<file path="src/rtl/msk_tx_pkg.sv">
package msk_tx_pkg;

    typedef enum logic [2:0] {
        ST_IDLE,
        ST_DATA,
        ST_SUM_HI,
        ST_SUM_LO,
        ST_HANG
    } tx_state_t;

    localparam logic [1:0] TONE_OFF   = 2'd0;
    localparam logic [1:0] TONE_MARK  = 2'd1;
    localparam logic [1:0] TONE_SLOW0 = 2'd2;
    localparam logic [1:0] TONE_FAST0 = 2'd3;

endpackage

</file>
<file path="src/rtl/msk_bit_timer.sv">
module msk_bit_timer #(
    parameter int CLK_DIV = 2,
    parameter int SPB     = 16
) (
    input  logic clk,
    input  logic rst_n,
    input  logic run,
    input  logic fast,
    output logic tick,
    output logic bit_end
);
    localparam int DW = $clog2(CLK_DIV + 1);
    localparam int SW = $clog2(SPB);

    logic [DW-1:0] div_q;
    logic [SW-1:0] smp_q;
    logic [SW-1:0] smp_last;

    assign tick     = run && (div_q == DW'(CLK_DIV - 1));
    assign smp_last = fast ? SW'(SPB / 2 - 1) : SW'(SPB - 1);
    assign bit_end  = tick && (smp_q == smp_last);

    always_ff @(posedge clk) begin
        if (!rst_n || !run) begin
            div_q <= '0;
            smp_q <= '0;
        end else begin
            div_q <= tick ? '0 : div_q + DW'(1);
            if (tick) begin
                smp_q <= bit_end ? '0 : smp_q + SW'(1);
            end
        end
    end

endmodule

</file>
<file path="src/rtl/msk_phase_nco.sv">
module msk_phase_nco
    import msk_tx_pkg::*;
#(
    parameter int PHASE_W = 8,
    parameter int SPB     = 16
) (
    input  logic               clk,
    input  logic               rst_n,
    input  logic               run,
    input  logic               tick,
    input  logic               bit_val,
    input  logic               fast,
    output logic [1:0]         tone,
    output logic [PHASE_W-1:0] phase
);
    localparam int MARK_INC = (1 << PHASE_W) / SPB;
    localparam logic [PHASE_W-1:0] STEP_MARK  = PHASE_W'(MARK_INC);
    localparam logic [PHASE_W-1:0] STEP_SLOW0 = PHASE_W'(MARK_INC * 3 / 2);
    localparam logic [PHASE_W-1:0] STEP_FAST0 = PHASE_W'(MARK_INC * 2);

    logic [PHASE_W-1:0] step;

    always_comb begin
        if (!run)         tone = TONE_OFF;
        else if (bit_val) tone = TONE_MARK;
        else if (fast)    tone = TONE_FAST0;
        else              tone = TONE_SLOW0;
    end

    always_comb begin
        unique case (tone)
            TONE_MARK:  step = STEP_MARK;
            TONE_SLOW0: step = STEP_SLOW0;
            TONE_FAST0: step = STEP_FAST0;
            default:    step = '0;
        endcase
    end

    always_ff @(posedge clk) begin
        if (!rst_n || !run) phase <= '0;
        else if (tick)      phase <= phase + step;
    end

endmodule

</file>
<file path="src/rtl/msk_crc16.sv">
module msk_crc16 #(
    parameter logic [15:0] POLY = 16'h1021
) (
    input  logic        clk,
    input  logic        rst_n,
    input  logic        clr,
    input  logic        shift,
    input  logic        din,
    output logic [15:0] crc_next
);
    logic [15:0] crc_q;
    logic        fb;

    assign fb = crc_q[15] ^ din;

    always_comb begin
        if (clr)        crc_next = '0;
        else if (shift) crc_next = {crc_q[14:0], 1'b0} ^ (fb ? POLY : 16'h0000);
        else            crc_next = crc_q;
    end

    always_ff @(posedge clk) begin
        if (!rst_n) crc_q <= '0;
        else        crc_q <= crc_next;
    end

endmodule

</file>
<file path="src/rtl/msk_tx_framer.sv">
module msk_tx_framer
    import msk_tx_pkg::*;
#(
    parameter int          CLK_DIV  = 2,
    parameter int          SPB      = 16,
    parameter int          PHASE_W  = 8,
    parameter logic [15:0] CRC_POLY = 16'h1021,
    parameter logic        HANG_VAL = 1'b1
) (
    input  logic               clk,
    input  logic               rst_n,
    input  logic               tx_en,
    input  logic               rx_en,
    input  logic               tone_en,
    input  logic               rate_sel,
    input  logic               sum_en,
    input  logic               wr_valid,
    input  logic [7:0]         wr_data,
    output logic               buf_empty,
    output logic               busy,
    output logic               tx_bit,
    output logic               bit_done,
    output logic [1:0]         tone_sel,
    output logic [PHASE_W-1:0] phase_out
);
    tx_state_t   st_q, st_d;
    logic        tx_ok;
    logic [7:0]  buf_q, sh_q, byte_val;
    logic        buf_full_q;
    logic [2:0]  idx_q;
    logic        rate_q;
    logic        sum_en_q, sum_run_q, sum_pend_q, byte_in_q;
    logic        sum_rise, sum_fall, sum_run_d, pend_now;
    logic        tick, bit_end, byte_done;
    logic        start_byte, load_data, enter_hang, enter_sum;
    logic [15:0] crc_d;

    assign tx_ok     = tx_en && !rx_en && !tone_en;
    assign sum_rise  = tx_ok && sum_en && !sum_en_q;
    assign sum_fall  = !sum_en && sum_en_q;
    assign sum_run_d = tx_ok && ((sum_run_q && !sum_fall) || sum_rise);
    assign pend_now  = sum_pend_q || (sum_fall && sum_run_q);
    assign byte_done = bit_end && (idx_q == 3'd7)
                       && (st_q inside {ST_DATA, ST_SUM_HI, ST_SUM_LO});

    msk_bit_timer #(.CLK_DIV(CLK_DIV), .SPB(SPB)) timer_i (
        .clk(clk), .rst_n(rst_n), .run(busy), .fast(rate_q),
        .tick(tick), .bit_end(bit_end)
    );

    msk_phase_nco #(.PHASE_W(PHASE_W), .SPB(SPB)) nco_i (
        .clk(clk), .rst_n(rst_n), .run(busy), .tick(tick),
        .bit_val(sh_q[7]), .fast(rate_q), .tone(tone_sel), .phase(phase_out)
    );

    msk_crc16 #(.POLY(CRC_POLY)) crc_i (
        .clk(clk), .rst_n(rst_n), .clr(sum_rise),
        .shift(bit_end && (st_q == ST_DATA) && byte_in_q),
        .din(sh_q[7]), .crc_next(crc_d)
    );

    // next-state logic
    always_comb begin
        st_d = st_q;
        if (!tx_ok) begin
            st_d = ST_IDLE;
        end else begin
            unique case (st_q)
                ST_IDLE: begin
                    if (pend_now)        st_d = ST_SUM_HI;
                    else if (buf_full_q) st_d = ST_DATA;
                end
                ST_DATA: begin
                    if (byte_done) begin
                        if (pend_now)        st_d = ST_SUM_HI;
                        else if (buf_full_q) st_d = ST_DATA;
                        else                 st_d = ST_HANG;
                    end
                end
                ST_SUM_HI: if (byte_done) st_d = ST_SUM_LO;
                ST_SUM_LO: begin
                    if (byte_done) st_d = buf_full_q ? ST_DATA : ST_HANG;
                end
                ST_HANG: if (bit_end) st_d = ST_IDLE;
                default: st_d = ST_IDLE;
            endcase
        end
    end

    assign start_byte = (st_d inside {ST_DATA, ST_SUM_HI, ST_SUM_LO})
                        && ((st_q == ST_IDLE) || byte_done);
    assign load_data  = start_byte && (st_d == ST_DATA);
    assign enter_hang = (st_d == ST_HANG) && (st_q != ST_HANG);
    assign enter_sum  = (st_d == ST_SUM_HI) && (st_q != ST_SUM_HI);

    always_comb begin
        unique case (st_d)
            ST_SUM_HI: byte_val = crc_d[15:8];
            ST_SUM_LO: byte_val = crc_d[7:0];
            default:   byte_val = buf_q;
        endcase
    end

    // state register
    always_ff @(posedge clk) begin
        if (!rst_n) st_q <= ST_IDLE;
        else        st_q <= st_d;
    end

    // datapath and output registers
    always_ff @(posedge clk) begin
        if (!rst_n) begin
            buf_q      <= '0;
            buf_full_q <= 1'b0;
            sh_q       <= '0;
            idx_q      <= '0;
            rate_q     <= 1'b0;
            sum_en_q   <= 1'b0;
            sum_run_q  <= 1'b0;
            sum_pend_q <= 1'b0;
            byte_in_q  <= 1'b0;
        end else begin
            sum_en_q  <= sum_en;
            sum_run_q <= sum_run_d;

            if (!tx_ok)                      sum_pend_q <= 1'b0;
            else if (enter_sum)              sum_pend_q <= 1'b0;
            else if (sum_fall && sum_run_q)  sum_pend_q <= 1'b1;

            if (!tx_ok || load_data) begin
                buf_full_q <= 1'b0;
            end else if (wr_valid && !buf_full_q) begin
                buf_q      <= wr_data;
                buf_full_q <= 1'b1;
            end

            if (start_byte) begin
                sh_q      <= byte_val;
                idx_q     <= '0;
                rate_q    <= rate_sel;
                byte_in_q <= load_data && sum_run_d;
            end else if (enter_hang) begin
                sh_q   <= {HANG_VAL, 7'b0};
                rate_q <= rate_sel;
            end else if (bit_end) begin
                sh_q   <= {sh_q[6:0], 1'b0};
                idx_q  <= idx_q + 3'd1;
                rate_q <= rate_sel;
            end
        end
    end

    assign busy      = (st_q != ST_IDLE);
    assign buf_empty = !buf_full_q;
    assign tx_bit    = sh_q[7];
    assign bit_done  = bit_end;

endmodule

</file>
<file path="config.mk">
export PLATFORM = sky130hd
export DESIGN_NAME = msk_tx_framer
export DESIGN_NICKNAME = d
export VERILOG_FILES = /design/src/rtl/msk_tx_pkg.sv /design/src/rtl/msk_bit_timer.sv /design/src/rtl/msk_phase_nco.sv /design/src/rtl/msk_crc16.sv /design/src/rtl/msk_tx_framer.sv
export SDC_FILE = /design/constraint.sdc
export NUM_CORES = 1
export LEC_CHECK = 0
export BUFFER_PORTS_ARGS = -buffer_cell sky130_fd_sc_hd__buf_4
export CORE_UTILIZATION = 54
export DETAILED_ROUTE_END_ITERATION = 7
export GPL_TIMING_DRIVEN = 0
export PLACE_DENSITY_LB_ADDON = 0.25
export REMOVE_ABC_BUFFERS = 1
export SKIP_CTS_REPAIR_TIMING = 1
export SLEW_MARGIN = 0
export SYNTH_ARGS = -nofsm -noshare
export SYNTH_HDL_FRONTEND = slang
export SYNTH_SLANG_ARGS = --single-unit
</file>
<file path="constraint.sdc">
create_clock -name clk -period 2.64 [get_ports clk]
set_input_delay 0.132 -clock clk [delete_from_list [all_inputs] [get_ports clk]]
set_output_delay 0.132 -clock clk [all_outputs]
set_load 0.02 [all_outputs]
</file>
Word level (Yosys, flattened, before mapping)
Index checks and enable logic that the tools add are counted.
{"block": "word_totals", "ff_bits": 58, "out_inout_bits": 14, "word_cells": 111}
{"block": "op_classes", "addsub": 4, "eq_ne": 16, "muxes": 26, "n_bitwise": 6, "reduce_logical": 45}
{"operator": "16-bit 2-to-1 mux", "n": 2}
{"operator": "3-bit 2-to-1 mux", "n": 9}
{"operator": "8-bit 2-to-1 mux", "n": 3}
{"operator": "1-bit logical AND", "n": 20}
{"operator": "6-bit case mux with 3 select lines", "n": 1}
{"operator": "8-bit case mux with 2 select lines", "n": 1}
{"operator": "16-bit XOR", "n": 1}
{"operator": "3-bit case mux with 5 select lines", "n": 1}
{"operator": "13-bit 2-to-1 mux", "n": 1}
{"operator": "3-bit by 2-bit == test with 1-bit output, second input constant", "n": 4}
{"operator": "3-bit nonzero test", "n": 4}
{"operator": "3-bit == test, second input constant", "n": 3}
{"operator": "1-bit zero test", "n": 9}
{"operator": "8-bit by 6-bit adder with 8-bit output", "n": 1}
{"operator": "4-bit 2-to-1 mux", "n": 2}
{"operator": "3-bit by 1-bit == test with 1-bit output, second input constant", "n": 2}
{"operator": "2-bit OR reduction", "n": 3}
{"operator": "1-bit logical OR", "n": 5}
{"operator": "4-bit by 1-bit adder with 4-bit output, second input constant", "n": 1}
{"operator": "2-bit by 1-bit == test with 1-bit output, second input constant", "n": 2}
{"operator": "2-bit == test, second input constant", "n": 2}
{"operator": "4-bit == test", "n": 1}
{"operator": "1-bit 2-to-1 mux", "n": 4}
{"operator": "2-bit 2-to-1 mux", "n": 2}
{"operator": "other kinds (9)", "n": 13}

Depth between registers and ports, before layout
{"block": "depth", "word_depth": 15, "ltp_mapped": 12, "ltp_nobuf": 11}

Hierarchy
A second synthesis with hierarchy kept.
{"block": "hier_totals", "hier_cells": 314, "hier_area_um2": 3020.4}
{"module": "msk_tx_framer", "instances": 1, "cells_each": 172, "area_each_um2": 1626.6, "seq_area_each_um2": 560.5}
{"module": "msk_crc16", "instances": 1, "cells_each": 73, "area_each_um2": 760.7, "seq_area_each_um2": 320.3}
{"module": "msk_phase_nco", "instances": 1, "cells_each": 40, "area_each_um2": 365.4, "seq_area_each_um2": 100.1}
{"module": "msk_bit_timer", "instances": 1, "cells_each": 29, "area_each_um2": 267.8, "seq_area_each_um2": 120.1}

Least setup slack after synthesis
OpenSTA, ideal clock, no wires.
{"block": "synth_path", "path_type": "reg2reg", "from": "register st_q[2]", "to": "register nco_i.phase[7]", "setup_ns": 0.071, "t_arrival_ns": 2.459, "required_ns": 2.569, "slack_ns": 0.110, "path_stages_with_launch": 12, "path_buffers": 1, "synth_period_minus_slack_ns": 2.530, "cell_sequence": "dfxtp_1 -> buf_2 -> inv_1 -> a21oi_1 -> ha_1 -> ha_1 -> inv_1 -> fa_1 -> nor2b_1 -> o21ai_0 -> or3_1 -> a21oi_1"}
{"block": "synth_via", "elab_chain_cells": 5}
{"item": "start, declared", "line": "msk_tx_framer.sv:26", "source": "tx_state_t st_q, st_d;"}
{"item": "start signal, assigned", "line": "msk_tx_framer.sv:107", "source": "else st_q <= st_d;"}
{"item": "3-bit nonzero test (*)", "line": "msk_tx_framer.sv:153", "source": "assign busy = (st_q != ST_IDLE);"}
{"item": "2-bit 2-to-1 mux (*)", "line": "msk_phase_nco.sv:24", "source": "if (!run) tone = TONE_OFF;"}
{"item": "net tone_sel[1]", "line": "msk_tx_framer.sv:23", "source": "output logic [1:0] tone_sel,"}
{"item": "2-bit == test / 2-bit by 1-bit == test with 1-bit output (equally long branches)", "line": "msk_phase_nco.sv:31", "source": "unique case (tone)"}
{"item": "6-bit case mux with 3 select lines (*)", "line": "msk_phase_nco.sv:31"}
{"item": "8-bit by 6-bit adder with 8-bit output (*)", "line": "msk_phase_nco.sv:41", "source": "else if (tick) phase <= phase + step;"}
{"item": "end signal, assigned", "line": "msk_phase_nco.sv:41"}
{"item": "end, declared", "line": "msk_phase_nco.sv:14", "source": "output logic [PHASE_W-1:0] phase"}
The timed path passes the listed nets; every way through them passes the cells marked *.
A chain may end at the register's enable or synchronous reset.

Worst setup path after layout
{"block": "layout_path", "from": "register timer_i.smp_q[0]", "to": "register sh_q[4]"}
{"block": "layout_via", "elab_chain_cells": 11}
{"item": "start, declared", "line": "msk_bit_timer.sv:16", "source": "logic [SW-1:0] smp_q;"}
{"item": "start signal, assigned", "line": "msk_bit_timer.sv:30", "source": "smp_q <= bit_end ? '0 : smp_q + SW'(1);"}
{"item": "4-bit == test (*)", "line": "msk_bit_timer.sv:21", "source": "assign bit_end = tick && (smp_q == smp_last);"}
{"item": "1-bit logical AND (*)", "line": "msk_bit_timer.sv:21"}
{"item": "1-bit logical AND", "line": "msk_tx_framer.sv:43", "source": "assign byte_done = bit_end && (idx_q == 3'd7)"}
{"item": "1-bit logical AND", "line": "msk_tx_framer.sv:44", "source": "&& (st_q inside {ST_DATA, ST_SUM_HI, ST_SUM_LO});"}
{"item": "3-bit 2-to-1 mux (on tied branches)", "line": "msk_tx_framer.sv:82, msk_tx_framer.sv:74, msk_tx_framer.sv:80"}
{"item": "3-bit case mux with 5 select lines", "line": "msk_tx_framer.sv:68", "source": "unique case (st_q)"}
{"item": "3-bit 2-to-1 mux", "line": "msk_tx_framer.sv:65", "source": "if (!tx_ok) begin"}
{"item": "3-bit by 1-bit == test with 1-bit output, or another cell as far along", "line": "msk_tx_framer.sv:90", "source": "assign start_byte = (st_d inside {ST_DATA, ST_SUM_HI, ST_SUM_LO})"}
{"item": "3-bit nonzero test / 1-bit logical AND (equally long branches)", "line": "msk_tx_framer.sv:90, msk_tx_framer.sv:93"}
{"item": "1-bit logical AND / 8-bit 2-to-1 mux (equally long branches)", "line": "msk_tx_framer.sv:91, msk_tx_framer.sv:142"}
{"item": "3-bit nonzero test (no source line) / 8-bit 2-to-1 mux (equally long branches)"}
{"item": "end signal, assigned", "line": "msk_tx_framer.sv:138", "source": "sh_q <= byte_val;"}
{"item": "end signal, assigned", "line": "msk_tx_framer.sv:143", "source": "sh_q <= {HANG_VAL, 7'b0};"}
{"item": "end signal, assigned", "line": "msk_tx_framer.sv:146", "source": "sh_q <= {sh_q[6:0], 1'b0};"}
{"item": "end, declared", "line": "msk_tx_framer.sv:28", "source": "logic [7:0] buf_q, sh_q, byte_val;"}
Mark *: on every way between the ends. The rest lies on a longest branch, timed or not.

==> metrics.md <==
| Metric | Value |
|---|---|
| Status | `completed` |
| Slew @ Worst Pin | `0.605 ns` |
| DIE HEIGHT | `76.0 um` |
| Antenna-violating nets left | `0` |
| First-pass GRT wire length | `10000 um` |
| HPWL after DPL | `4370 um` |
| Post-synth EDFFs | `0` |
| Tcrit/Tclk final | `0.953` |
| I/O Buffers | `26` |
| Clock sink total | `55` |
| Grt total ovfl | `0` |
| Final Skew | `0.00899 ns` |
| CTS tree | `yes` |
| Placer congestion estimate | `0.883` |
| Max-slew headroom | `0.595` |
| Longest Clk Path Bufs | `2` |
| Worst skew pair latency | `0.31 ns` |
| Ys Warns | `0` |
| Largest net degree at the start of global routing | `27` |
| Most frequent cells after synthesis | `dfxtp_1, nand2_1, nor2_1` |
| DR pass1 iterations | `4` |
| Crit. End Element | `flop` |
| Switching pwr | `0.000326 W` |
| Number of distinct library cells after synthesis | `59` |
| Synth Cell Area | `0.00296 mm2` |
| CP Buf/Inv Count | `1` |
| Logic gate share of total power | `0.044` |
| Num CTS Buffers | `5` |
| Top-count cell post-synth | `dfxtp_1` |
| Inserted Diodes | `0` |
| Slowest Stage Delay on Critical Path | `0.47 ns` |
| Initial core utilization | `0.568` |
| CP arrival | `2.76 ns` |
| #FFs+latches synth | `55` |
| Highest achievable clock rate | `0.397 GHz` |
| Max Cap Viol | `0` |
| Synthesized area per cell | `8.93 um2` |
| Via count | `2464` |
| Tightest Hold Check Type | `in2reg` |
| Final cell count without fillers | `426` |
| Sequential share of the synthesized area | `0.372` |
| Net Sw Frac | `0.221` |
| Starting DRT DRC Count | `122` |
| Final-report max-slew violation count | `0` |
| Area delta synth->final | `13.2%` |
| Internal | `0.00115 W` |
| Final wirelength | `6130 um` |
| Largest cells by area after synthesis | `dfxtp_1, mux2i_1, nand2_1` |
| Worst path top cell family by delay | `simple AND/OR/NAND/NOR gates` |
| RSZ-0062 raised after global routing | `no` |
| Vias in the first global route | `2211` |
| CP max-delay cell | `or3_4` |
| Power per cell area | `440 mW/mm2` |
| Post-synth ARST share | `0` |
| Post-Synthesis Cells | `331` |
| CP Max Fanout | `7` |
| Clock Root Buffer | `clkbuf_8` |
| Critical path type | `reg2reg` |
| H-tree Lvls | `2` |
| WL/cell | `14.4 um` |
| Clock period minus worst slack | `2.52 ns` |
| Final #Nets | `381` |
| Clock transition at the registers of the reported paths | `0.10 ns` |
| Fillers | `464` |
| P_leak | `1.16 nW` |
| Crit path required time | `2.89 ns` |
| # DRC | `0` |
| Final setup viols | `0` |
| Core area | `0.00520 mm2` |
| Worst hold slack | `0.0658 ns` |
| Final Hold Fails | `0` |
| Clock power frac | `0.388` |
| Area leader, netlist | `dfxtp_1` |
| Die X | `76.0 um` |
| Share of the synthesized area in the top cell type | `0.372` |
| Startpoint types | `flop` |
| Sequential share of power | `0.568` |
| Total die area | `0.00578 mm2` |
| Vias/cell | `5.78` |
| Top Ports | `30` |
| Cell count after placement | `411` |
| GRT Overall Usage | `0.212` |
| Antenna violations before repair | `0` |
| Peak VDD IR | `388 uV` |
| Row cnt | `26` |
| Main synth FF type | `dfxtp_1` |
| Layout cell share with drive strength beyond 1 | `0.199` |
| Crit-path cells | `ha_1, nand2_1, or3_4, o211a_4, a2111oi_4, buf_4, a221oi_1, nor3_2` |
## logic make-up after synthesis
kind of cell,Yosys count,synth area share
muxes,19,0.0643
xor gates and xnor gates,8,0.0262
DFF,55,0.372
buffers and inverters,34,0.0546
AOI/OAI and AO/OA,81,0.212
other,1,0.00127
adders and majority gates,11,0.0482
and+or+nand+nor,122,0.221
## layer usage
layer	vias to the layer above	track usage	wire, um	part of all wire
met2	58	0.370	3000	0.49
met1	1175	0.273	2850	0.47
met5	-	0	0	0
li1	1226	-	-	-
met3	5	0.0395	234	0.038
met4	0	0.0462	33	0.0054
## worst paths after layout
kind	from	end	slack, ns	cells past startpoint
worst max-delay path	timer_i.smp_q[0]$_SDFFE_PP0P_	sh_q[4]$_SDFFE_PN0P_	0.12	8
worst min-delay path	sum_en	sum_en_q$_SDFF_PN0_	0.07	2
worst max register to register	timer_i.smp_q[0]$_SDFFE_PP0P_	sh_q[4]$_SDFFE_PN0P_	0.12	8
worst min register to register	buf_q[3]$_SDFFE_PN0P_	buf_q[3]$_SDFFE_PN0P_	0.47	2
## stage by stage
stage / setup TNS, ns / util / setup WS, ns / instance area, um2 / total power (W)
after floorplan: 0 / - / 0.0154 / 2860 / 0.000887
after global routing: 0 / 0.643 / 0.0383 / 3350 / 0.00152
after CTS: -4.78 / 0.626 / -0.436 / 3260 / 0.00148
after detailed placement: -4.48 / 0.604 / -0.415 / 3150 / 0.000921
after global placement: -4.45 / 0.604 / -0.423 / 3150 / 0.000920
final: 0 / 0.643 / 0.123 / 3350 / 0.00147
## cell usage in the layout, fill, tap and decap left out, types with 2 or more instances in the layout
cell type / n
dfxtp_1: 53
nand2_1: 46
buf_4: 33
a21oi_1: 21
nor2_1: 21
mux2i_1: 19
inv_1: 16
o21ai_0: 15
nand3_1: 14
a21boi_0: 10
a221oi_1: 9
nor3_1: 8
ha_1: 8
xnor2_1: 5
nor3_2: 5
clkbuf_8: 5
o221a_2: 4
nor2b_1: 3
o211ai_1: 3
and2_1: 3
conb_1: 3
nor3b_1: 2
nor4_4: 2
or3_1: 2
a211oi_1: 2
or4_1: 2
xor2_1: 2
and3_1: 2
a2111oi_4: 2
o31ai_1: 2
o21a_1: 2
## flip-flops by register name, indices dropped and copies added (netlist names)
name           flops
buf_full_q         1
sum_en_q           1
st_q               3
sh_q               8
sum_run_q          1
rate_q             1
nco_i.phase        5
timer_i.smp_q      4
byte_in_q          1
timer_i.div_q      2
sum_pend_q         1
idx_q              3
crc_i.crc_q       16
buf_q              8
## power by group through the flow
stage	Clock [W]	Combinational (W)	Sequential (W)
after floorplan	0	0.0000313	0.000855
after global placement	0	0.0000640	0.000856
after detailed placement	0	0.0000647	0.000856
after CTS	0.000580	0.0000648	0.000837
after global routing	0.000615	0.0000721	0.000837
final	0.000571	0.0000654	0.000836
## area by class of cell
type / instances / area (um2) / area share
multi-input combinational: 244 / 1730 / 0.517
sequential: 55 / 1110 / 0.330
timing repair buffer: 33 / 248 / 0.0740
tap: 70 / 87.6 / 0.0262
clock buffer: 5 / 68.8 / 0.0206
inverter: 16 / 60.1 / 0.0179
clock inverter: 3 / 46.3 / 0.0138
Power figures use the tool's default switching activity.
